## config.mk

```make
export PLATFORM = sky130hd
export DESIGN_NAME = mc_ctrl_unit
export DESIGN_NICKNAME = d
export VERILOG_FILES = /design/src/rtl/mc_ctrl_pkg.sv /design/src/rtl/mc_op_classify.sv /design/src/rtl/mc_step_counter.sv /design/src/rtl/mc_ctrl_rom.sv /design/src/rtl/mc_ctrl_unit.sv
export SDC_FILE = /design/constraint.sdc
export NUM_CORES = 1
export LEC_CHECK = 0
export ABC_AREA = 1
export BUFFER_PORTS_ARGS = -buffer_cell sky130_fd_sc_hd__buf_2
export CAP_MARGIN = 15
export CORE_MARGIN = 1.5
export CORE_UTILIZATION = 38
export CTS_CLUSTER_SIZE = 25
export DETAILED_ROUTE_END_ITERATION = 7
export PLACE_DENSITY = 0.72
export RECOVER_POWER = 50
export SLEW_MARGIN = 20
export SYNTH_ARGS = -nofsm -noshare
export SYNTH_HDL_FRONTEND = slang
export SYNTH_SLANG_ARGS = --single-unit
```

## constraint.sdc

```tcl
create_clock -name clk -period 1.5 [get_ports clk]
set_input_delay 0.075 -clock clk [delete_from_list [all_inputs] [get_ports clk]]
set_output_delay 0.075 -clock clk [all_outputs]
set_load 0.02 [all_outputs]
```

## src/rtl/mc_ctrl_pkg.sv

```systemverilog
`timescale 1ns/1ps
// Package: mc_ctrl_pkg
// Shared opcodes, encodings, instruction classes and the control word type
// for the multi-cycle control sequencer. Assumes 6-bit opcodes.
package mc_ctrl_pkg;

    localparam int OP_W = 6;

    localparam logic [OP_W-1:0] OPC_ALU    = 6'b000000;
    localparam logic [OP_W-1:0] OPC_LOAD   = 6'b100011;
    localparam logic [OP_W-1:0] OPC_STORE  = 6'b101011;
    localparam logic [OP_W-1:0] OPC_BRANCH = 6'b000100;
    localparam logic [OP_W-1:0] OPC_JUMP   = 6'b000010;

    localparam logic [1:0] BSEL_REG   = 2'b00;
    localparam logic [1:0] BSEL_FOUR  = 2'b01;
    localparam logic [1:0] BSEL_IMM   = 2'b10;
    localparam logic [1:0] BSEL_IMMSH = 2'b11;

    localparam logic [1:0] AMODE_ADD  = 2'b00;
    localparam logic [1:0] AMODE_SUB  = 2'b01;
    localparam logic [1:0] AMODE_FUNC = 2'b10;

    localparam logic [1:0] PSEL_ALU   = 2'b00;
    localparam logic [1:0] PSEL_OUT   = 2'b01;
    localparam logic [1:0] PSEL_JMP   = 2'b10;

    typedef enum logic [2:0] {
        CLS_ALU,
        CLS_LOAD,
        CLS_STORE,
        CLS_BRANCH,
        CLS_JUMP,
        CLS_OTHER
    } instr_cls_e;

    typedef struct packed {
        logic       addr_sel_data;
        logic       mem_rd_en;
        logic       mem_wr_en;
        logic       ir_load;
        logic       pc_load;
        logic       pc_load_if_zero;
        logic [1:0] pc_next_sel;
        logic       alu_a_sel;
        logic [1:0] alu_b_sel;
        logic [1:0] alu_mode;
        logic       wb_dst_sel;
        logic       rf_wr_en;
        logic       wb_data_sel;
    } ctrl_word_t;

    // Number of steps an instruction class occupies, fetch included.
    function automatic int cls_steps(instr_cls_e cls);
        case (cls)
            CLS_ALU:    return 4;
            CLS_LOAD:   return 5;
            CLS_STORE:  return 4;
            CLS_BRANCH: return 3;
            default:    return 2;
        endcase
    endfunction

endpackage

```

## src/rtl/mc_op_classify.sv

```systemverilog
`timescale 1ns/1ps
// Module: mc_op_classify
// Maps the opcode field to an instruction class. Purely combinational.
// Assumes the opcode is stable for the whole instruction after fetch.
module mc_op_classify
    import mc_ctrl_pkg::*;
(
    input  logic [OP_W-1:0] opcode,
    output instr_cls_e      cls
);

    // Opcode decode into one of the supported classes.
    always_comb begin
        case (opcode)
            OPC_ALU:    cls = CLS_ALU;
            OPC_LOAD:   cls = CLS_LOAD;
            OPC_STORE:  cls = CLS_STORE;
            OPC_BRANCH: cls = CLS_BRANCH;
            OPC_JUMP:   cls = CLS_JUMP;
            default:    cls = CLS_OTHER;
        endcase
    end

endmodule

```

## src/rtl/mc_step_counter.sv

```systemverilog
`timescale 1ns/1ps
// Module: mc_step_counter
// Counts the step within the current instruction and wraps to 0 after the
// last step of the class. Assumes every class has at least two steps, so
// step 0 always advances regardless of the stale opcode during fetch.
module mc_step_counter
    import mc_ctrl_pkg::*;
#(
    parameter int STEP_W = 3
)(
    input  logic              clk,
    input  logic              rst_n,
    input  instr_cls_e        cls,
    output logic [STEP_W-1:0] step
);

    localparam logic [STEP_W-1:0] STEP_ZERO = '0;

    logic [STEP_W-1:0] step_q;
    logic [STEP_W-1:0] last_step;

    // Index of the final step of the current class.
    always_comb last_step = STEP_W'(cls_steps(cls) - 1);

    // Step register: synchronous reset to fetch, wrap after the last step.
    always_ff @(posedge clk) begin
        if (!rst_n)                step_q <= STEP_ZERO;
        else if (step_q >= last_step) step_q <= STEP_ZERO;
        else                       step_q <= step_q + 1'b1;
    end

    assign step = step_q;

    AST_STEP_ADVANCE: assert property (@(posedge clk) disable iff (!rst_n)
        (step_q != STEP_ZERO) |-> (step_q == $past(step_q) + 1'b1));

endmodule

```

## src/rtl/mc_ctrl_rom.sv

```systemverilog
`timescale 1ns/1ps
// Module: mc_ctrl_rom
// Combinational control table: (class, step) -> control word. Steps 0 and 1
// are shared by every class; later steps depend on the class. Anything not
// named in a step is driven to 0.
module mc_ctrl_rom
    import mc_ctrl_pkg::*;
#(
    parameter int STEP_W = 3
)(
    input  logic              clk,
    input  logic              rst_n,
    input  instr_cls_e        cls,
    input  logic [STEP_W-1:0] step,
    output ctrl_word_t        cw
);

    // Control word generation for the current class and step.
    always_comb begin
        cw = '0;
        case (int'(step))
            0: begin
                cw.mem_rd_en   = 1'b1;
                cw.ir_load     = 1'b1;
                cw.pc_load     = 1'b1;
                cw.alu_b_sel   = BSEL_FOUR;
                cw.alu_mode    = AMODE_ADD;
                cw.pc_next_sel = PSEL_ALU;
            end
            1: begin
                cw.alu_b_sel = BSEL_IMMSH;
                cw.alu_mode  = AMODE_ADD;
                if (cls == CLS_JUMP) begin
                    cw.pc_load     = 1'b1;
                    cw.pc_next_sel = PSEL_JMP;
                end
            end
            2: begin
                case (cls)
                    CLS_ALU: begin
                        cw.alu_a_sel = 1'b1;
                        cw.alu_b_sel = BSEL_REG;
                        cw.alu_mode  = AMODE_FUNC;
                    end
                    CLS_LOAD, CLS_STORE: begin
                        cw.alu_a_sel = 1'b1;
                        cw.alu_b_sel = BSEL_IMM;
                        cw.alu_mode  = AMODE_ADD;
                    end
                    CLS_BRANCH: begin
                        cw.alu_a_sel       = 1'b1;
                        cw.alu_b_sel       = BSEL_REG;
                        cw.alu_mode        = AMODE_SUB;
                        cw.pc_load_if_zero = 1'b1;
                        cw.pc_next_sel     = PSEL_OUT;
                    end
                    default: cw = '0;
                endcase
            end
            3: begin
                case (cls)
                    CLS_ALU: begin
                        cw.wb_dst_sel  = 1'b1;
                        cw.rf_wr_en    = 1'b1;
                        cw.wb_data_sel = 1'b0;
                    end
                    CLS_LOAD: begin
                        cw.addr_sel_data = 1'b1;
                        cw.mem_rd_en     = 1'b1;
                    end
                    CLS_STORE: begin
                        cw.addr_sel_data = 1'b1;
                        cw.mem_wr_en     = 1'b1;
                    end
                    default: cw = '0;
                endcase
            end
            4: begin
                if (cls == CLS_LOAD) begin
                    cw.wb_dst_sel  = 1'b0;
                    cw.rf_wr_en    = 1'b1;
                    cw.wb_data_sel = 1'b1;
                end
            end
            default: cw = '0;
        endcase
    end

    AST_SINGLE_MEM_OP: assert property (@(posedge clk) disable iff (!rst_n)
        !(cw.mem_rd_en && cw.mem_wr_en));

endmodule

```

## src/rtl/mc_ctrl_unit.sv

```systemverilog
`timescale 1ns/1ps
// Module: mc_ctrl_unit
// Top of the multi-cycle control sequencer. Classifies the opcode, counts
// steps and drives the datapath control lines for the current step.
// Assumes the datapath loads the opcode into its instruction register at
// the end of step 0 and keeps it stable until the next fetch.
module mc_ctrl_unit
    import mc_ctrl_pkg::*;
#(
    parameter int STEP_W = 3
)(
    input  logic              clk,
    input  logic              rst_n,
    input  logic [5:0]        opcode,
    output logic [STEP_W-1:0] step_idx,
    output logic              addr_sel_data,
    output logic              mem_rd_en,
    output logic              mem_wr_en,
    output logic              ir_load,
    output logic              pc_load,
    output logic              pc_load_if_zero,
    output logic [1:0]        pc_next_sel,
    output logic              alu_a_sel,
    output logic [1:0]        alu_b_sel,
    output logic [1:0]        alu_mode,
    output logic              wb_dst_sel,
    output logic              rf_wr_en,
    output logic              wb_data_sel
);

    instr_cls_e        cls;
    logic [STEP_W-1:0] step;
    ctrl_word_t        cw;

    mc_op_classify u_classify (
        .opcode (opcode),
        .cls    (cls)
    );

    mc_step_counter #(.STEP_W(STEP_W)) u_counter (
        .clk   (clk),
        .rst_n (rst_n),
        .cls   (cls),
        .step  (step)
    );

    mc_ctrl_rom #(.STEP_W(STEP_W)) u_rom (
        .clk   (clk),
        .rst_n (rst_n),
        .cls   (cls),
        .step  (step),
        .cw    (cw)
    );

    // Unpack the control word onto the ports.
    always_comb begin
        step_idx        = step;
        addr_sel_data   = cw.addr_sel_data;
        mem_rd_en       = cw.mem_rd_en;
        mem_wr_en       = cw.mem_wr_en;
        ir_load         = cw.ir_load;
        pc_load         = cw.pc_load;
        pc_load_if_zero = cw.pc_load_if_zero;
        pc_next_sel     = cw.pc_next_sel;
        alu_a_sel       = cw.alu_a_sel;
        alu_b_sel       = cw.alu_b_sel;
        alu_mode        = cw.alu_mode;
        wb_dst_sel      = cw.wb_dst_sel;
        rf_wr_en        = cw.rf_wr_en;
        wb_data_sel     = cw.wb_data_sel;
    end

    AST_IR_ONLY_IN_FETCH: assert property (@(posedge clk) disable iff (!rst_n)
        ir_load |-> (step_idx == '0));

    AST_WB_ENDS_INSTR: assert property (@(posedge clk) disable iff (!rst_n)
        rf_wr_en |=> (step_idx == '0));

    AST_PC_LOAD_EXCL: assert property (@(posedge clk) disable iff (!rst_n)
        pc_load_if_zero |-> !pc_load);

    AST_LATE_PC_IS_JUMP: assert property (@(posedge clk) disable iff (!rst_n)
        (pc_load && (step_idx != '0)) |-> (pc_next_sel == PSEL_JMP));

endmodule

```

==> results of run 1 <==
kinds of logic (layout without fill, tap and decap cells):
logic type	Yosys count	after routing	synth area share
simple gates	51	51	0.470
flops	3	3	0.118
compound gates	5	5	0.0493
fa+ha+maj	9	9	0.222
buf+inv	19	61	0.140
worst max-delay path, delay by kind of cell:
kind                     cells  cell delay [ps]
AO/OA/AOI/OAI                1              150
adder cells (fa/ha/maj)      2              370
buffers and inverters        3              220
AND/OR/NAND/NOR              7              810
layout by cell type (no fill, tap or decap), types with 3 or more instances in the layout:
master / netlist / routed
clkbuf_4: 0 / 3
ha_1: 9 / 7
clkbuf_1: 0 / 9
inv_1: 18 / 13
nand2_1: 18 / 17
inv_2: 1 / 5
buf_2: 0 / 11
nand3_2: 3 / 4
nand4_1: 3 / 3
buf_4: 0 / 16
nor2_1: 19 / 16
nor2_4: 1 / 3
power by group through the flow:
stage / clock, mW / combinational, mW / sequential, mW
after floorplan: 0 / 0.350 / 0.160
after global placement: 0 / 0.548 / 0.139
after detailed placement: 0 / 0.556 / 0.140
after CTS: 0.148 / 0.557 / 0.142
after global routing: 0.148 / 0.643 / 0.153
final: 0.141 / 0.585 / 0.149
metrics by stage:
stage,utilization,worst slack [ps]
3_3_place_gp,0.630,-193
4_1_cts,0.654,4.75
5_1_grt,0.739,-85.4
6_report,0.739,33.5
3_5_place_dp,0.630,-221
2_1_floorplan,-,15.9
path summary, 6_finish.rpt:
| kind | from | to | slack (ps) | depth (start not counted) |
|---|---|---|---|---|
| max reg2reg | u_counter.step[0]$_SDFF_PP0_ | u_counter.step[2]$_SDFF_PP0_ | 400 | 5 |
| min | rst_n | u_counter.step[1]$_SDFF_PP0_ | 140 | 3 |
| min reg2reg | u_counter.step[0]$_SDFF_PP0_ | u_counter.step[0]$_SDFF_PP0_ | 450 | 1 |
| max | opcode[3] | u_counter.step[2]$_SDFF_PP0_ | 30 | 13 |
metal layers:
metal,share of wire,GRT usage,vias to the layer above
met1,0.39,0.182,298
li1,-,-,353
met2,0.58,0.357,18
met3,0.029,0.0341,0
met5,0,0,-
met4,0,0.103,0
layout make-up:
class | instances | area share
inverters | 19 | 0.0853
clock buffers | 4 | 0.0303
well taps | 14 | 0.0202
flip-flops and latches | 3 | 0.0795
multi-input cells | 65 | 0.512
repair buffers | 38 | 0.273
what timing repair did:
action	4_1_cts	5_1_grt
pin swaps	0	11
setup buffers	0	2
setup endpoints to repair	3	9
resized for setup	1	29
==> summary.md, run 1 <==
| Metric | Value |
|---|---|
| Outcome | completed |
| Max FFs per register | 3 |
| CTS buffer count | 3 |
| IO buf count | 26 |
| Netlist cell types | 15 |
| Critical-path cell list | buf_4, nor2_4, nand3_4, nand2_2, inv_2, ha_4, inv_2, nand4_1, nand2_2, ha_4, a21oi_2, nand4_1, nor2_1 |
| Routed vias/inst | between 4 and 5 |
| Area growth from synthesis to layout | 70.4% |
| Antenna violations before repair | 0 |
| Routability cong. | 0.727 |
| Post-Route WL | roughly 1500 um |
| Worst skew pair latency | around 230 ps |
| CTS max path bufs | 2 |
| Syn Std Cell Area | 508 um^2 |
| Max Cap Violations | 0 |
| Register area share after synthesis | 0.118 |
| Post-route cell area | between 800 and 900 um^2 |
| Global-route wire length before repair | about 1900 um |
| Count of pins over their slew limit | 0 |
| Post-layout instance count excluding filler cells | around 140 |
| Placed inst area | around 740 um^2 |
| Mapped Cells | between 80 and 90 |
| Critical Path Slowest Stage Cell | ha_4 |
| Die area | 1560 um^2 |
| Dpl hpwl | about 1000 um |
| Critical path required time | 1660 ps |
| Largest net degree at the start of global routing | 9 |
| Vias | roughly 670 |
| Synth Register Bits | 3 |
| Rel. slew slack | 0.833 |
| Vias in the first global route | about 500 |
| All-Layer GR Usage | 0.187 |
| Grt ovf | 0 |
| Setup CP Type | input pin to register |
| Worst EP arrival | about 1600 ps |
| Setup TNS | 0 ps |
| Number of flops mapped to enable cells by yosys | 0 |
| CTS root buffer | clkbuf_4 |
| FP Rows | 12 |
| Initial core utilization | 0.434 |
| Multi-input gate area | about 440 um^2 |
| Synth top area share | 0.222 |
| Cell with the most instances after synthesis | nor2_1 |
| Worst hold path class | input pin to register |
| # hold bufs at CTS | 0 |
| Worst Tran Pin Value | between 200 and 300 ps |
| Clock power share | 0.161 |
| Synth area leaders | ha_1 (22%), nor2_1 (14%), inv_1 (13%), nand2_1 (13%), dfxtp_1 (12%) |
| Post-synth top cells | nor2_1 (19), inv_1 (18), nand2_1 (18), ha_1 (9), nand3_1 (4) |
| Syn_area_per_cell | around 6 um^2 |
| Share of layout cells above drive strength 1 | 0.442 |
| Fmax | 682 MHz |
| Lkg Pwr | roughly 0.48 nW |
| Worst-path clk slew | about 40 ps |
| Min Hold Slack | roughly 140 ps |
| # fillers | around 100 |
| Worst Skew | roughly 2.1 ps |
| Critical path endpoint category | register |
| Pwr Total | between 0.8 and 0.9 mW |
| Reg area | a little under 70 um^2 |
| Detailed Routing Iterations Pass 1 | 4 |
| RSZ-0062 raised after global routing | true |
| Post-DRT Antenna Nets | 0 |
| Synth warn | 0 |
| DR WL/cell | 10.3 um |
| Final setup viols | 0 |
| CTS tree | done |
| Final Hold Viols | 0 |
| Post-Syn Nets | 104 |
| Drt initial violations | 4 |
| Seq pwr share | 0.170 |
| Core area | about 1200 um^2 |
| Die W | 39.6 um |
| Crit start category | input pin |
| N_diodes | 0 |
| Top_reg_cell synth | dfxtp_1 |
| Worst path max stage delay | around 210 ps |
| Power Density | roughly 1000 nW/um^2 |
| Net Sw Power | 0.467 mW |
| Die height | slightly below 40 um |
| Cell Int Power | between 0.4 and 0.5 mW |
| Min cycle time layout | approximately 1500 ps |
| Ports | 27 |
| Switching Fraction | 0.534 |
| Clock Sinks | 3 |
| Placed Cells incl. Taps | 137 |
| Peak VDD IR | 0.627 mV |
| Crit-path max FO | 4 |
| Cell type with the largest total area after synthesis | ha_1 |
| Htree depth | 1 |
| Gate power share | 0.669 |
| Final net count | between 100 and 150 |
| Crit share post-route | 0.978 |
| DRC viols | 0 |
| Asr flop ratio synth | 0 |
No activity file was read; power rests on OpenSTA's default activity.
==> run 2, diff against run 1 <==
CORE_AREA = 2 2 39 41   (was default)
CORE_MARGIN = default   (was 1.5)
CORE_UTILIZATION = default   (was 38)
DIE_AREA = 0 0 41 43   (was default)
PLACE_DENSITY = 0.7   (was 0.72)
SYNTH_HIERARCHICAL = 1   (was default)
==> summary.md, run 2 <==
| Metric | Value |
|---|---|
| Outcome | completed |
| Vias | 598 (-11%) |
| CTS max path bufs | 2 (unchanged) |
| Detailed Routing Iterations Pass 1 | 4 (unchanged) |
| Global-route wire length before repair | 1770 um (-8.5%) |
| Antenna violations before repair | 0 (unchanged) |
| Fmax | 730 MHz (+7.0%) |
| Post-layout instance count excluding filler cells | 137 (-4.2%) |
| Setup CP Type | input pin to output pin |
| Routability cong. | 0.747 (+2.7%) |
| Lkg Pwr | 0.426 nW (-11%) |
| Peak VDD IR | 0.933 mV (+49%) |
| Final net count | 134 (-8.8%) |
| Crit-path max FO | 3 (-1) |
| Register area share after synthesis | 0.125 (+0.00645) |
| Worst-path clk slew | 40 ps (about the same) |
| Final Hold Viols | 0 (unchanged) |
| Hold Path Depth | 5 (+2) |
| CTS tree | done |
| Most frequent cells in the layout | buf_2 (19), inv_1 (17), nand2_1 (16), nor2_1 (14), nand3_1 (7) |
| DR WL/cell | 8.23 um (-20%) |
| DRC viols | 0 (unchanged) |
| Die area | 1760 um^2 (+13%) |
| Die height | 43 um (+8.7%) |
| R2R Path End | u_counter/step[1]$_SDFF_PP0_ |
| Htree depth | 1 (unchanged) |
| RSZ-0062 raised after global routing | true |
| Worst Tran Pin Value | 305 ps (+53.7 ps) |
| Synth Register Bits | 3 (unchanged) |
| Post-synthesis simple-gate area fraction | 0.488 (+0.0179) |
| Syn Std Cell Area | 482 um^2 (-5.2%) |
| Syn_area_per_cell | 5.41 um^2 (-7.3%) |
| Synth warn | 6 (+6) |
| Crit path max-delay family | simple AND/OR/NAND/NOR gates |
| # hold bufs at CTS | 0 (unchanged) |
| Worst setup path end | alu_b_sel[1] |
| Max FFs per register | 3 (unchanged) |
| Critical path endpoint category | output pin |
| R2R depth | 6 (+1) |
| Leading cell type in the layout, fill and taps excluded | buf_2 |
| Placed Cells incl. Taps | 132 (-3.6%) |
| Count of pins over their slew limit | 0 (unchanged) |
| Post-Syn Nets | 101 (-2.9%) |
| Worst hold path class | input pin to register |
| Drt initial violations | 7 (+3) |
| Crit share post-route | 0.914 (-0.0642) |
| Cell type with the largest total area after synthesis | inv_1 |
| Worst skew pair latency | 230 ps (about the same) |
| Routed vias/inst | 4.36 (-6.7%) |
| Top_reg_cell synth | dfxtp_1 |
| Dpl hpwl | 853 um (-18%) |
| Critical-path cell list | buf_2, nor2_2, nand3b_1, nand2b_1, o21ai_2, buf_4, inv_2, nand3_1, nand2_1, nand2_1, nand2_1, buf_4 |
| Worst Path Buf+Inv | 4 (+1) |
| FP Rows | 14 (+2) |
| Final setup viols | 0 (unchanged) |
| Grt ovf | 0 (unchanged) |
| Vias in the first global route | 473 (-7.8%) |
| Core area | 1380 um^2 (+18%) |
| Synth area leaders | inv_1 (13%), nand2_1 (13%), dfxtp_1 (12%), nor2_1 (12%), ha_1 (10%) |
| Critical Path Slowest Stage Cell | nand2b_1 |
| Post-Synth Adder-Cell Area | 0.104 (-0.118) |
| Fin worst setup slack | 130 ps (+96.3 ps) |
| R2R setup slack | 290 ps (-110 ps) |
| Die W | 41 um (+3.6%) |
| Synth Area in XOR/XNOR | 0.0182 (+0.0182) |
| Worst path max stage delay | 180 ps (-30 ps) |
| Initial core utilization | 0.348 (-0.0857) |
| CP most frequent cell | nand2_1 |
| Worst EP arrival | 1300 ps (-330 ps) |
| Post-DRT Antenna Nets | 0 (unchanged) |
| Post-synth top cells | inv_1 (17), nand2_1 (17), nor2_1 (16), nand3_1 (8), inv_2 (5) |
| Pre-CTS setup slack | 9.67 ps (+231 ps) |
| Crit path launch | opcode[5] |
| CTS buffer count | 3 (unchanged) |
| Post-Route WL | 1130 um (-23%) |
| Worst Skew | 7.93 ps (+5.81 ps) |
| Share of layout cells above drive strength 1 | 0.397 (-0.0452) |
| Max Cap Violations | 0 (unchanged) |
| IO buf count | 26 (unchanged) |
| Setup TNS | 0 ps (unchanged) |
| All-Layer GR Usage | 0.140 (-0.0465) |
| Asr flop ratio synth | 0 (unchanged) |
| Clock Sinks | 3 (unchanged) |
| CTS root buffer | clkbuf_4 |
| Power Density | 1200 nW/um^2 (+19%) |
| Netlist cell types | 20 (+5) |
| Stages on the worst setup path | 12 (-1) |
| Area growth from synthesis to layout | 42.9% |
| Synth top area share | 0.132 (-0.0892) |
| Mux share of post-synthesis cell area | 0 (unchanged) |
| Critical path required time | 1420 ps (-240 ps) |
| Ports | 27 (unchanged) |
| Crit start category | input pin |
| Largest net degree at the start of global routing | 10 (+1) |
| Compound-Gate Fraction of Synth Area | 0.0701 (+0.0209) |
| N_diodes | 0 (unchanged) |
| Min cycle time layout | 1370 ps (-96.3 ps) |
| Largest family of logic cells by synthesized area | simple AND/OR/NAND/NOR gates |
| Mapped Cells | 89 (+2.3%) |
| Number of flops mapped to enable cells by yosys | 0 (unchanged) |
| RR Startpoint | u_counter/step[2]$_SDFF_PP0_ |
| Rel. slew slack | 0.796 (-0.0368) |
[run 2: layout make-up]
| cell class | instances | area, um^2 |
|---|---|---|
| inverters | 23 | 86.3 |
| well taps | 16 | 20.0 |
| fillers | 161 | 696 |
| flip-flops and latches | 3 | 62.6 |
| clock buffers | 4 | 26.3 |
| repair buffers | 29 | 153 |
| multi-input cells | 62 | 340 |
[run 2: logic make-up (layout without fill, tap and decap cells)]
family / after synthesis / count (layout)
AO/OA/AOI/OAI: 6 / 6
XOR/XNOR: 1 / 1
adder cells (fa/ha/maj): 4 / 4
buffers and inverters: 24 / 56
flip-flops: 3 / 3
AND/OR/NAND/NOR: 51 / 51
[run 2: routing by layer]
metal	routed length, um	track usage	vias to the layer above
li1	-	-	332
met1	497	0.172	253
met2	570	0.228	13
met3	60	0.0209	0
met4	0	0.0600	0
met5	0	0	-
[run 2: worst min-delay path by stage]
stage               startpoint                           end  slack, ps
finish                   rst_n  u_counter/step[0]$_SDFF_PP0_        210
global route             rst_n  u_counter/step[0]$_SDFF_PP0_        230
CTS                      rst_n  u_counter/step[0]$_SDFF_PP0_        170
detailed placement       rst_n  u_counter/step[0]$_SDFF_PP0_        420
global placement         rst_n  u_counter/step[0]$_SDFF_PP0_        410
floorplan                rst_n  u_counter/step[0]$_SDFF_PP0_        290
[run 2: what timing repair did]
| action | CTS | global route |
|---|---|---|
| gates resized for setup | 0 | 9 |
| hold endpoints to repair | 0 | 0 |
| setup endpoints to repair | 0 | 9 |
| buffers inserted | 0 | 1 |
[run 2: per-stage QoR]
stage | utilization | area [um^2] | total power [mW] | hold slack (ps)
finish | 0.497 | 688 | 0.827 | 205
detailed placement | 0.462 | 639 | 0.679 | 421
global route | 0.497 | 688 | 0.907 | 232
CTS | 0.481 | 666 | 0.829 | 174
global placement | 0.462 | 639 | 0.671 | 413
floorplan | - | 482 | 0.525 | 294
[run 2: worst reg2reg max path: cells and delay by family (launching register included)]
kind	cells	cell delay [ps]
DFF	1	490
and+or+nand+nor	4	320
adders and majority gates	1	300
buffers and inverters	1	40
[run 2: report_power, final]
part	internal (mW)	switching, mW	total [mW]
Clock	0.0997	0.0418	0.142
Combinational	0.183	0.333	0.517
Sequential	0.109	0.0593	0.169
Total	0.392	0.434	0.827
==> run 3, diff against run 2 <==
CELL_PAD_IN_SITES_DETAIL_PLACEMENT = 2   (was default)
CELL_PAD_IN_SITES_GLOBAL_PLACEMENT = 2   (was default)
CORE_AREA = default   (was 2 2 39 41)
CORE_MARGIN = 1.5   (was default)
CORE_UTILIZATION = 17   (was default)
DIE_AREA = default   (was 0 0 41 43)
PLACE_DENSITY = default   (was 0.7)
PLACE_DENSITY_LB_ADDON = 0.1   (was default)
==> summary.md, run 3 (synthesis results as in run 2) <==
| Metric | Value |
|---|---|
| Outcome | completed |
| Worst-path clk slew | 40 ps (about the same) |
| Post-Route WL | 1570 um (+39%) |
| Initial core utilization | 0.178 (-0.170) |
| Final net count | 134 (unchanged) |
| Post-DRT Antenna Nets | 0 (unchanged) |
| Critical path required time | 1420 ps (about the same) |
| DR WL/cell | 10.3 um (+25%) |
| Grt ovf | 0 (unchanged) |
| Share of layout cells above drive strength 1 | 0.463 (+0.0661) |
| Most frequent cells in the layout | buf_2 (17), inv_1 (15), nand2_1 (14), nor2_1 (13), inv_2 (7) |
| Dpl hpwl | 1360 um (+60%) |
| Final setup viols | 0 (unchanged) |
| Fmax | 725 MHz (-0.61%) |
| Routed vias/inst | 4.20 (-3.8%) |
| IO buf count | 26 (unchanged) |
| Htree depth | 1 (unchanged) |
| Detailed Routing Iterations Pass 1 | 2 (-2) |
| Vias | 638 (+6.7%) |
| DRC viols | 0 (unchanged) |
| # fillers | 355 (+120%) |
| All-Layer GR Usage | 0.108 (-0.0317) |
| Max Cap Violations | 0 (unchanged) |
| CTS root buffer | clkbuf_4 |
| Crit start category | input pin |
| Lkg Pwr | 0.431 nW (+1.0%) |
| Vias in the first global route | 661 (+40%) |
| Peak VDD IR | 0.576 mV (-38%) |
| Setup TNS | 0 ps (unchanged) |
| Final Hold Viols | 0 (unchanged) |
| CTS tree | done |
| Setup CP Type | input pin to output pin |
| Worst EP arrival | 1300 ps (about the same) |
| Antenna violations before repair | 0 (unchanged) |
| Clock Sinks | 3 (unchanged) |
| Worst Tran Pin Value | 374 ps (+68.2 ps) |
| CTS buffer count | 3 (unchanged) |
| Crit-path max FO | 3 (unchanged) |
| Min Hold Slack | 191 ps (-14.6 ps) |
| Drt initial violations | 8 (+1) |
| Largest net degree at the start of global routing | 10 (unchanged) |
| Count of pins over their slew limit | 0 (unchanged) |
| Final Util | 0.277 (-0.220) |
| CTS max path bufs | 2 (unchanged) |
| Routability cong. | 0.709 (-5.0%) |
| Crit share post-route | 0.919 (+0.00561) |
| Die height | 56.2 um (+31%) |
| Area growth from synthesis to layout | 56.1% |
| Core area | 2710 um^2 (+96%) |
| Ports | 27 (unchanged) |
| Worst Skew | 0.596 ps (-7.33 ps) |
| Power Density | 1150 nW/um^2 (-4.7%) |
| Die W | 56.2 um (+37%) |
| N_diodes | 0 (unchanged) |
| Rel. slew slack | 0.751 (-0.0455) |
| Global-route wire length before repair | 2750 um (+55%) |
| Min cycle time layout | 1380 ps (+8.42 ps) |
| Critical path endpoint category | output pin |
| Leading cell type in the layout, fill and taps excluded | buf_2 |
| Worst hold path class | input pin to register |
| FP Rows | 19 (+5) |
| Die area | 3160 um^2 (+79%) |
| Max FFs per register | 3 (unchanged) |
| Worst skew pair latency | 230 ps (about the same) |
| RSZ-0062 raised after global routing | false |
-- run 3: cell count changes in the layout (fill, tap and decap cells not counted), moves of 2 or more --
cell / previous run / this run
buf_2: 19 / 17
nor2_4: 0 / 2
clkbuf_2: 1 / 4
nand2_2: 4 / 6
inv_2: 5 / 7
nand2_1: 16 / 14
inv_1: 17 / 15
-- run 3: power breakdown --
part,internal (mW),total [mW],switching (mW)
combinational,0.185,0.545,0.360
sequential,0.109,0.177,0.0672
clock,0.0996,0.140,0.0401
-- run 3: layout make-up --
type / count / area, um^2 / area share
Inverter: 23 / 86.3 / 0.115
Multi-Input combinational cell: 62 / 384 / 0.511
Clock buffer: 4 / 26.3 / 0.0349
Timing Repair Buffer: 29 / 154 / 0.205
Sequential cell: 3 / 62.6 / 0.0832
Tap cell: 31 / 38.8 / 0.0516
-- run 3: through the flow --
step	setup slack, ps	area, um^2	total power [mW]	cells
3_3_place_gp	-20.5	666	0.694	148
6_report	121	752	0.861	152
2_1_floorplan	31.3	482	0.525	89
5_1_grt	6.48	752	0.959	152
4_1_cts	13.9	703	0.868	152
3_5_place_dp	-73.2	666	0.712	148
-- run 3: path summary, 6_finish.rpt --
| check | depth (start not counted) | to | startpoint | slack, ps |
|---|---|---|---|---|
| max | 12 | alu_b_sel[1] | opcode[3] | 120 |
| min | 5 | u_counter/step[0]$_SDFF_PP0_ | rst_n | 190 |
| max reg2reg | 6 | u_counter/step[1]$_SDFF_PP0_ | u_counter/step[2]$_SDFF_PP0_ | 190 |
| min reg2reg | 1 | u_counter/step[0]$_SDFF_PP0_ | u_counter/step[0]$_SDFF_PP0_ | 520 |
-- run 3: timing repair --
item                       in CTS  in global routing
gates cloned                    0                  0
hold buffers                    0                  0
resized for setup               4                 16
pin swaps                       0                  5
setup buffers                   0                  0
setup endpoints to repair       5                  7
-- run 3: worst max-delay path: stages --
cell and delay, ps:
buf_4 130, nor2_4 100, nand3b_1 140, nand2_1 110, o21ai_2 70, buf_4 140, inv_2 90, nand3_1 130
nand2_1 80, nand2_1 40, nand2_1 50, buf_2 150
-- run 3: metal layers --
layer | vias up | part of all wire | track usage
met2 | 14 | 0.51 | 0.205
met5 | - | 0 | 0
li1 | 327 | - | -
met3 | 0 | 0.037 | 0.0209
met1 | 297 | 0.46 | 0.125
met4 | 0 | 0 | 0.0204
